### src/rtl/hist_pkg.sv
package hist_pkg;
  typedef enum logic [2:0] {
    ST_IDLE,
    ST_CLEAR,
    ST_ACCEPT,
    ST_DRAIN,
    ST_DONE
  } hist_state_t;
endpackage

### src/rtl/hist_ram.sv
module hist_ram #(
  parameter int AW = 8,
  parameter int DW = 12
) (
  input  logic          clk,
  input  logic          we,
  input  logic [AW-1:0] waddr,
  input  logic [DW-1:0] wdata,
  input  logic [AW-1:0] raddr,
  output logic [DW-1:0] rdata
);
  localparam int DEPTH = 1 << AW;

  logic [DW-1:0] mem [DEPTH];

  // read-first: a read and a write to one address on the same edge return the old word
  always_ff @(posedge clk) begin
    if (we) mem[waddr] <= wdata;
    rdata <= mem[raddr];
  end
endmodule

### src/rtl/hist_fwd.sv
module hist_fwd #(
  parameter int AW = 8,
  parameter int DW = 12
) (
  input  logic [AW-1:0] cur_addr,
  input  logic [DW-1:0] ram_q,
  input  logic          young_v,
  input  logic [AW-1:0] young_addr,
  input  logic [DW-1:0] young_data,
  input  logic          old_v,
  input  logic [AW-1:0] old_addr,
  input  logic [DW-1:0] old_data,
  output logic [DW-1:0] next_cnt
);
  logic [DW-1:0] base;

  always_comb begin
    if (young_v && young_addr == cur_addr)    base = young_data;
    else if (old_v && old_addr == cur_addr)   base = old_data;
    else                                      base = ram_q;
    next_cnt = base + DW'(1);
  end
endmodule

### src/rtl/hist_ctrl.sv
module hist_ctrl
  import hist_pkg::*;
#(
  parameter int AW        = 8,
  parameter int BLOCK_LEN = 2048
) (
  input  logic          clk,
  input  logic          rst,
  input  logic          start,
  input  logic          smp_valid,
  input  logic          pipe_busy,
  output logic          accept,
  output logic          clearing,
  output logic [AW-1:0] clr_addr,
  output logic          done
);
  localparam int LEN_W = $clog2(BLOCK_LEN + 1);
  localparam logic [LEN_W-1:0] LAST_IDX = LEN_W'(BLOCK_LEN - 1);

  hist_state_t      state;
  logic [LEN_W-1:0] taken;

  assign accept   = (state == ST_ACCEPT) && smp_valid && !start;
  assign clearing = (state == ST_CLEAR);

  always_ff @(posedge clk) begin
    if (rst) begin
      state    <= ST_IDLE;
      taken    <= '0;
      clr_addr <= '0;
      done     <= 1'b0;
    end else if (start) begin
      state    <= ST_CLEAR;
      taken    <= '0;
      clr_addr <= '0;
      done     <= 1'b0;
    end else begin
      case (state)
        ST_CLEAR: begin
          clr_addr <= clr_addr + AW'(1);
          if (&clr_addr) state <= ST_ACCEPT;
        end
        ST_ACCEPT: begin
          if (smp_valid) begin
            taken <= taken + LEN_W'(1);
            if (taken == LAST_IDX) state <= ST_DRAIN;
          end
        end
        ST_DRAIN: begin
          if (!pipe_busy) begin
            state <= ST_DONE;
            done  <= 1'b1;
          end
        end
        default: ;
      endcase
    end
  end
endmodule

### src/rtl/sym_histogram.sv
module sym_histogram #(
  parameter int SYM_W     = 8,
  parameter int CNT_W     = 12,
  parameter int BLOCK_LEN = 2048
) (
  input  logic             clk,
  input  logic             rst,
  input  logic             blk_start_i,
  input  logic             smp_valid_i,
  input  logic [SYM_W-1:0] smp_sym_i,
  input  logic [SYM_W-1:0] rd_addr_i,
  output logic [CNT_W-1:0] rd_count_o,
  output logic             done_o
);
  logic             accept, clearing;
  logic [SYM_W-1:0] clr_addr;

  // pipeline: s1 = read returned, s2 = write port, s3 = word written last edge
  logic             s1_v, s2_v, s3_v;
  logic [SYM_W-1:0] s1_addr, s2_addr, s3_addr;
  logic [CNT_W-1:0] s2_data, s3_data, inc_cnt, ram_q;

  logic             ram_we;
  logic [SYM_W-1:0] ram_waddr, ram_raddr;
  logic [CNT_W-1:0] ram_wdata;

  hist_ctrl #(.AW(SYM_W), .BLOCK_LEN(BLOCK_LEN)) u_ctrl (
    .clk       (clk),
    .rst       (rst),
    .start     (blk_start_i),
    .smp_valid (smp_valid_i),
    .pipe_busy (s1_v | s2_v),
    .accept    (accept),
    .clearing  (clearing),
    .clr_addr  (clr_addr),
    .done      (done_o)
  );

  assign ram_raddr = accept ? smp_sym_i : rd_addr_i;
  assign ram_we    = clearing | s2_v;
  assign ram_waddr = clearing ? clr_addr : s2_addr;
  assign ram_wdata = clearing ? '0 : s2_data;

  hist_ram #(.AW(SYM_W), .DW(CNT_W)) u_ram (
    .clk   (clk),
    .we    (ram_we),
    .waddr (ram_waddr),
    .wdata (ram_wdata),
    .raddr (ram_raddr),
    .rdata (ram_q)
  );

  hist_fwd #(.AW(SYM_W), .DW(CNT_W)) u_fwd (
    .cur_addr   (s1_addr),
    .ram_q      (ram_q),
    .young_v    (s2_v),
    .young_addr (s2_addr),
    .young_data (s2_data),
    .old_v      (s3_v),
    .old_addr   (s3_addr),
    .old_data   (s3_data),
    .next_cnt   (inc_cnt)
  );

  always_ff @(posedge clk) begin
    if (rst || blk_start_i) begin
      s1_v <= 1'b0;
      s2_v <= 1'b0;
      s3_v <= 1'b0;
    end else begin
      s1_v <= accept;
      s2_v <= s1_v;
      s3_v <= s2_v;
    end
  end

  always_ff @(posedge clk) begin
    s1_addr <= smp_sym_i;
    s2_addr <= s1_addr;
    s2_data <= inc_cnt;
    s3_addr <= s2_addr;
    s3_data <= s2_data;
  end

  assign rd_count_o = ram_q;
endmodule

### config.mk
export PLATFORM = sky130hd
export DESIGN_NAME = sym_histogram
export DESIGN_NICKNAME = d
export VERILOG_FILES = /design/src/rtl/hist_pkg.sv /design/src/rtl/hist_ram.sv /design/src/rtl/hist_fwd.sv /design/src/rtl/hist_ctrl.sv /design/src/rtl/sym_histogram.sv
export SDC_FILE = /design/constraint.sdc
export NUM_CORES = 2
export LEC_CHECK = 0
export BUFFER_PORTS_ARGS = -buffer_cell sky130_fd_sc_hd__buf_2
export CORE_ASPECT_RATIO = 0.75
export CORE_MARGIN = 2
export CORE_UTILIZATION = 50
export DETAILED_ROUTE_END_ITERATION = 7
export GPL_TIMING_DRIVEN = 0
export PLACE_DENSITY = 0.75
export SYNTH_ARGS = -nofsm -noshare
export SYNTH_HDL_FRONTEND = slang
export SYNTH_HIERARCHICAL = 1
export SYNTH_SLANG_ARGS = --single-unit
### constraint.sdc
create_clock -name clk -period 11.2 [get_ports clk]
set_clock_uncertainty 0.05 [all_clocks]
set_input_delay 0 -clock clk [delete_from_list [all_inputs] [get_ports clk]]
set_output_delay 0 -clock clk [all_outputs]
set_load 0.02 [all_outputs]
* Word level (Yosys, flattened, before mapping) *
Memories as Yosys holds them, arrays and structs flattened. A register that Yosys moved wholly into a read port is not among the register bits.
Cells that the tools add are included.

word-level totals
  word-level logic and storage cells = 61
  bits in registers = 75
  input bits = 20
  memories kept = 1
  memory bits (writable) = 3072

operators by class
  eq/ne operators = 14
  add/subtract/negate cells = 3
  reduce and logical (&&, ||, !) cells = 14
  mux-type cells = 13
  bitwise logic cells = 3

memory list
  name       depth  width  read ports  clocked after memory_dff  write ports  line            source
  u_ram.mem  256    12     1           1                         1            hist_ram.sv:14  logic [DW-1:0] mem [DEPTH];

operator list
  kind                                                   number
  two-way mux 12 bit                                     3
  adder 12 x 1 -> 12 bit, second input constant          2
  equality test 8 bit                                    2
  two-way mux 8 bit                                      2
  equality test 12 x 11 -> 1 bit, second input constant  1
  two-way mux 3 bit                                      4
  AND reduction 5 bit                                    2
  inequality test 3 bit, second input constant           3
  one-hot mux 3 bit (3 select lines)                     1
  adder 8 x 1 -> 8 bit, second input constant            1
  AND reduction 8 bit                                    1
  equality test 3 x 2 -> 1 bit, second input constant    2
  inequality test 2 bit, second input constant           3
  logical AND 1 bit                                      4
  AND reduction 2 bit                                    2
  nonzero test 4 bit                                     1
  equality test 3 x 1 -> 1 bit, second input constant    1
  two-way mux 1 bit                                      3
  inequality test 3 x 2 -> 1 bit, second input constant  1
  nonzero test 3 bit                                     1
  inequality test 2 x 1 -> 1 bit, second input constant  1
  OR 1 bit                                               2
  OR reduction 2 bit                                     1
  logical NOT 1 bit                                      1
  other kinds (2)                                        2

* Logic depth before layout (Yosys ltp) *
  depth in word-level cells = 5
  depth in mapped cells = 17

* By module *
Netlist, hierarchy kept.

by module, submodules not included
  module         instances  cells each  seq. area each (sq um)  area an instance (sq um)
  hist_ram       1          5506        92488.7                 118632.5
  sym_histogram  1          87          1021.0                  1365.1
  hist_ctrl      1          127         480.5                   1102.3
  hist_fwd       1          110         0.0                     785.8

* Worst setup path after synthesis *
Ideal clock, no wire load.

  path kind = reg-to-reg
  start point = register u_ctrl.state[0]
  end point = memory u_ram.mem[0][0], data pin
  arrival time = 7.281 ns
  setup slack = 2.410 ns
  cell stages (with the launch flop) = 6
  clock period less this slack = 8.790 ns
  data required time = 9.690 ns
  cell sequence = dfxtp_1 -> buf_6 -> nor3b_1 -> buf_1 -> buf_2 -> nor2b_1

between the ends
  longest elaborated chain between the ends = 2

RTL lines
  item                          line                 source
  from (decl)                   hist_ctrl.sv:20      hist_state_t state;
  from (signal assigned)        hist_ctrl.sv:28      state <= ST_IDLE;
  from (signal assigned)        hist_ctrl.sv:33      state <= ST_CLEAR;
  from (signal assigned)        hist_ctrl.sv:41      if (&clr_addr) state <= ST_ACCEPT;
  equality test 3 x 1 -> 1 bit  hist_ctrl.sv:24      assign clearing = (state == ST_CLEAR);
  via clearing                  sym_histogram.sv:15  logic accept, clearing;
  two-way mux 12 bit            sym_histogram.sv:42  assign ram_wdata = clearing ? '0 : s2_data;
  via ram_wdata[0]              sym_histogram.sv:25  logic [CNT_W-1:0] ram_wdata;
  to (decl)                     hist_ram.sv:14

The timed path passes the listed nets, and every way through them passes these cells.

* Worst setup path in the final report *
  start point = register u_ctrl.state[0]
  end point = register u_ram.rdata[10] (read register of u_ram.mem)

between the ends
  longest elaborated chain between the ends = 4

RTL lines
  item                             line                 source
  equality test 3 x 2 -> 1 bit     hist_ctrl.sv:23      assign accept = (state == ST_ACCEPT) && smp_valid && !start;
  logical AND 1 bit (2 in series)  hist_ctrl.sv:23
  via accept                       sym_histogram.sv:15
  two-way mux 8 bit                sym_histogram.sv:39  assign ram_raddr = accept ? smp_sym_i : rd_addr_i;
  via ram_raddr[3]                 sym_histogram.sv:24  logic [SYM_W-1:0] ram_waddr, ram_raddr;
  to (decl)                        hist_ram.sv:10       output logic [DW-1:0] rdata

The timed path passes the listed nets, and every way through them passes these cells.
A chain may end at the register's enable or synchronous reset.

==> impl_metrics.csv <==
group,metric,value,unit
routing,drt_drc_violations_left,0,
flow_run,max_cap_violations,24,
status,failed_checks,"capacitance limit, slew limit",
grt,number_of_global_route_vias_before_repair,64800,
die,start_util,0.504,
placement,area_after_dpl,129000,µm²
routing,detail_route.wl_per_cell,42.8,µm
critical_path,critical_path_data_required_time,11.79,ns
yosys,yosys.cell_types.count,76,
timing,setup_violations,0,
timing,post-route-min-period,7.57,ns
timing,setup_slack,3.63,ns
yosys,synthFlopType,"sky130_fd_sc_hd__edfxtp_1",
routing,number_of_nets_still_failing_antenna_checks_after_routing,0,
final_layout,finalNonFillerCells,9809,
min_path,worst_hold_class,"input pin to register",
final_layout,num-nets-final,6349,
yosys,postSynthRegisterBits,3159,
clocking,cts_setup_buffers,0,
final_layout,layout-drive-gt1-share,0.244,
final_layout,layout.cells.most_common_list,"sky130_fd_sc_hd__edfxtp_1 (3072), sky130_fd_sc_hd__mux4_2 (636), sky130_fd_sc_hd__clkbuf_16 (304)",
final_layout,post_layout_utilization_of_the_core,0.573,
placement,dp.final_hpwl,285,mm
die,dieWidth,574,µm
critical_path,setup.worst_path.class,"register to register",
final_layout,postLayoutCellArea,138000,µm²
pwr,power-per-cell-area,186,nW/µm²
clocking,cts.hold.buffers_added,23,
clocking,cts_buffers,299,
placement,numPlacedInstances,9224,
pwr,p_leak,43.5,nW
timing,final_count_of_pins_violating_max_slew,166,
routing,route.vias.total,70100,
clocking,clock-root-buffer,"sky130_fd_sc_hd__clkbuf_16",
die,dieHeight,432,µm
grt,grt_overflow_total,0,
final_layout,mostFrequentLayoutCell,"sky130_fd_sc_hd__edfxtp_1",
clocking,clk_path_buf_depth,4,
yosys,avgSynthCellArea,20.9,µm²
placement,port-buffer-count,32,
die,fp-row-count,156,
routing,drt-initial-drc-count,15200,
routing,drtPass1Iterations,8,
grt,grt_use_total,0.334,
critical_path,critPathArrivalTime,8.16,ns
critical_path,worst-path-max-fanout,10,
yosys,synthesis.area,122000,µm²
die,top_level_ports,33,
die,die_area,248000,µm²
timing,timing.setup.tns,0,ns
pwr,irDropWorstVdd,135,µV
clocking,cts.clk_slew.worst_paths,0.06,ns
clocking,cts-htree-levels,5,
die,core_area,242000,µm²
yosys,synth.net_count,5853,
status,run_status,"finished with violations",
timing,tightest_slew,1.74,ns
yosys,number_of_instances_in_the_synthesized_netlist,5830,
yosys,synth-edff-count,3072,
yosys,yosys_warnings,6,
critical_path,worst-r2r-setup-slack,3.63,ns
timing,timing.max_slew.rel_slack,-0.160,
timing,rsz0062_at_grt,"no",
timing,hold_viol,0,
critical_path,end_kind,"register",
yosys,postSynth.asyncResetShare,0,
grt,grt_max_degree,53,
clocking,tritoncts_clock_tree,"done",
timing,final.period_utilization,0.676,
clocking,cts_resized,0,
clocking,clk-insertion-delay-late,0.90,ns
final_layout,flow.area_growth_from_synthesis,13.6,%
placement,dpl_worst_slack,4.24,ns
timing,achievable_freq,0.132,GHz
clocking,clkSinkCount,3159,
grt,grt_pass1_wl,554,mm
routing,routed_wirelength,420,mm
yosys,synth.yosys.seq_area_share,0.771,
critical_path,startpoint_type,"register",
grt,antenna_found_initial,41,
routing,viasPerCell,7.15,
placement,gp_congestion,1.07,
-- through the flow --
stage / power (mW) / hold slack [ns]
after floorplan: 15.0 / -0.0223
after global placement: 16.2 / 0.0659
after detailed placement: 16.0 / 0.0668
after CTS: 25.6 / 0.00720
after global routing: 26.2 / 0.0611
final: 25.8 / 0.0372
-- state kept, by name (all words and copies together), names as in the netlist --
register	flops
s1_addr	8
s1_v	1
s2_addr	8
s2_data	12
s2_v	1
s3_addr	8
s3_data	12
s3_v	1
u_ctrl/clr_addr	8
u_ctrl/done	1
u_ctrl/state	3
u_ctrl/taken	12
u_ram/mem	3072
u_ram/rdata	12
-- synthesized netlist by cell type, types with 39 or more instances --
cell / instances / area share
sky130_fd_sc_hd__o22ai_1: 88 / 0.0045
sky130_fd_sc_hd__buf_6: 39 / 0.0036
sky130_fd_sc_hd__nor2_1: 326 / 0.010
sky130_fd_sc_hd__edfxtp_1: 3072 / 0.76
sky130_fd_sc_hd__nand3_1: 41 / 0.0017
sky130_fd_sc_hd__mux2i_1: 230 / 0.019
sky130_fd_sc_hd__dfxtp_1: 87 / 0.014
sky130_fd_sc_hd__nor3_1: 39 / 0.0016
sky130_fd_sc_hd__clkbuf_1: 158 / 0.0049
sky130_fd_sc_hd__mux4_2: 636 / 0.12
sky130_fd_sc_hd__o221ai_1: 53 / 0.0038
sky130_fd_sc_hd__nor2b_1: 50 / 0.0026
sky130_fd_sc_hd__a21oi_1: 128 / 0.0053
sky130_fd_sc_hd__a22oi_1: 215 / 0.013
sky130_fd_sc_hd__buf_2: 74 / 0.0030
sky130_fd_sc_hd__nand2_1: 69 / 0.0021
sky130_fd_sc_hd__o21ai_0: 43 / 0.0018
sky130_fd_sc_hd__nor4_1: 42 / 0.0022
-- area by class of cell --
cell class / instances / area [µm²]
Inverter: 7 / 26.3
Buffer: 352 / 2280
Antenna cell: 25 / 62.6
Clock buffer: 355 / 7810
Timing Repair Buffer: 195 / 2850
Clock inverter: 165 / 1360
Tap cell: 3239 / 4050
Sequential cell: 3159 / 94000
Multi-Input combinational cell: 2312 / 26000
Fill cell: 17200 / 103000
-- where the power goes --
part	switching (mW)	total (mW)	internal, mW
logic	1.79	2.42	0.634
registers	0.0358	13.5	13.5
clock network	4.41	9.80	5.39
-- final timing paths --
check,startpoint,to,cells past startpoint
setup / recovery,u_ctrl/state[0],u_ram/rdata[10],15
hold / removal,smp_valid_i,u_ctrl/taken[3],5
setup reg to reg,u_ctrl/state[0],u_ram/rdata[10],15
hold reg to reg,s1_addr[4],s2_addr[4],0
-- routing by layer --
layer / part of all wire / vias to the layer above / track usage
met1: 0.33 / 36000 / 0.436
met3: 0.21 / 1270 / 0.209
met2: 0.39 / 7307 / 0.433
met5: 0.0039 / - / 0.0263
li1: - / 25500 / -
met4: 0.058 / 40 / 0.154
-- cells by family (layout without fill, tap and decap cells) --
family / Yosys count / in the layout / share of synthesized area
other cells: 0 / 25 / 0
xor+xnor: 41 / 41 / 0.00295
buf+inv: 359 / 1074 / 0.0187
fa+ha+maj: 3 / 3 / 0.000308
flops: 3159 / 3159 / 0.771
mux: 918 / 918 / 0.141
simple gates: 679 / 679 / 0.0273
compound gates: 671 / 671 / 0.0383
-- critical path, stage by stage, from the launching register on --
cell and delay (ns):
sky130_fd_sc_hd__dfxtp_1 0.31, sky130_fd_sc_hd__buf_6 0.13, sky130_fd_sc_hd__nand4bb_4 0.20, sky130_fd_sc_hd__clkbuf_1 0.25, sky130_fd_sc_hd__nor2_1 0.18, sky130_fd_sc_hd__buf_6 0.16
sky130_fd_sc_hd__mux2_2 0.41, sky130_fd_sc_hd__buf_2 0.30, sky130_fd_sc_hd__clkbuf_1 0.51, sky130_fd_sc_hd__nor2b_1 0.46, sky130_fd_sc_hd__buf_2 0.51, sky130_fd_sc_hd__clkbuf_1 1.15
sky130_fd_sc_hd__a21oi_1 0.62, sky130_fd_sc_hd__a21oi_1 0.61, sky130_fd_sc_hd__o32ai_1 0.22, sky130_fd_sc_hd__nor3_1 1.19
Note: power is estimated with default switching activity, not from simulation.
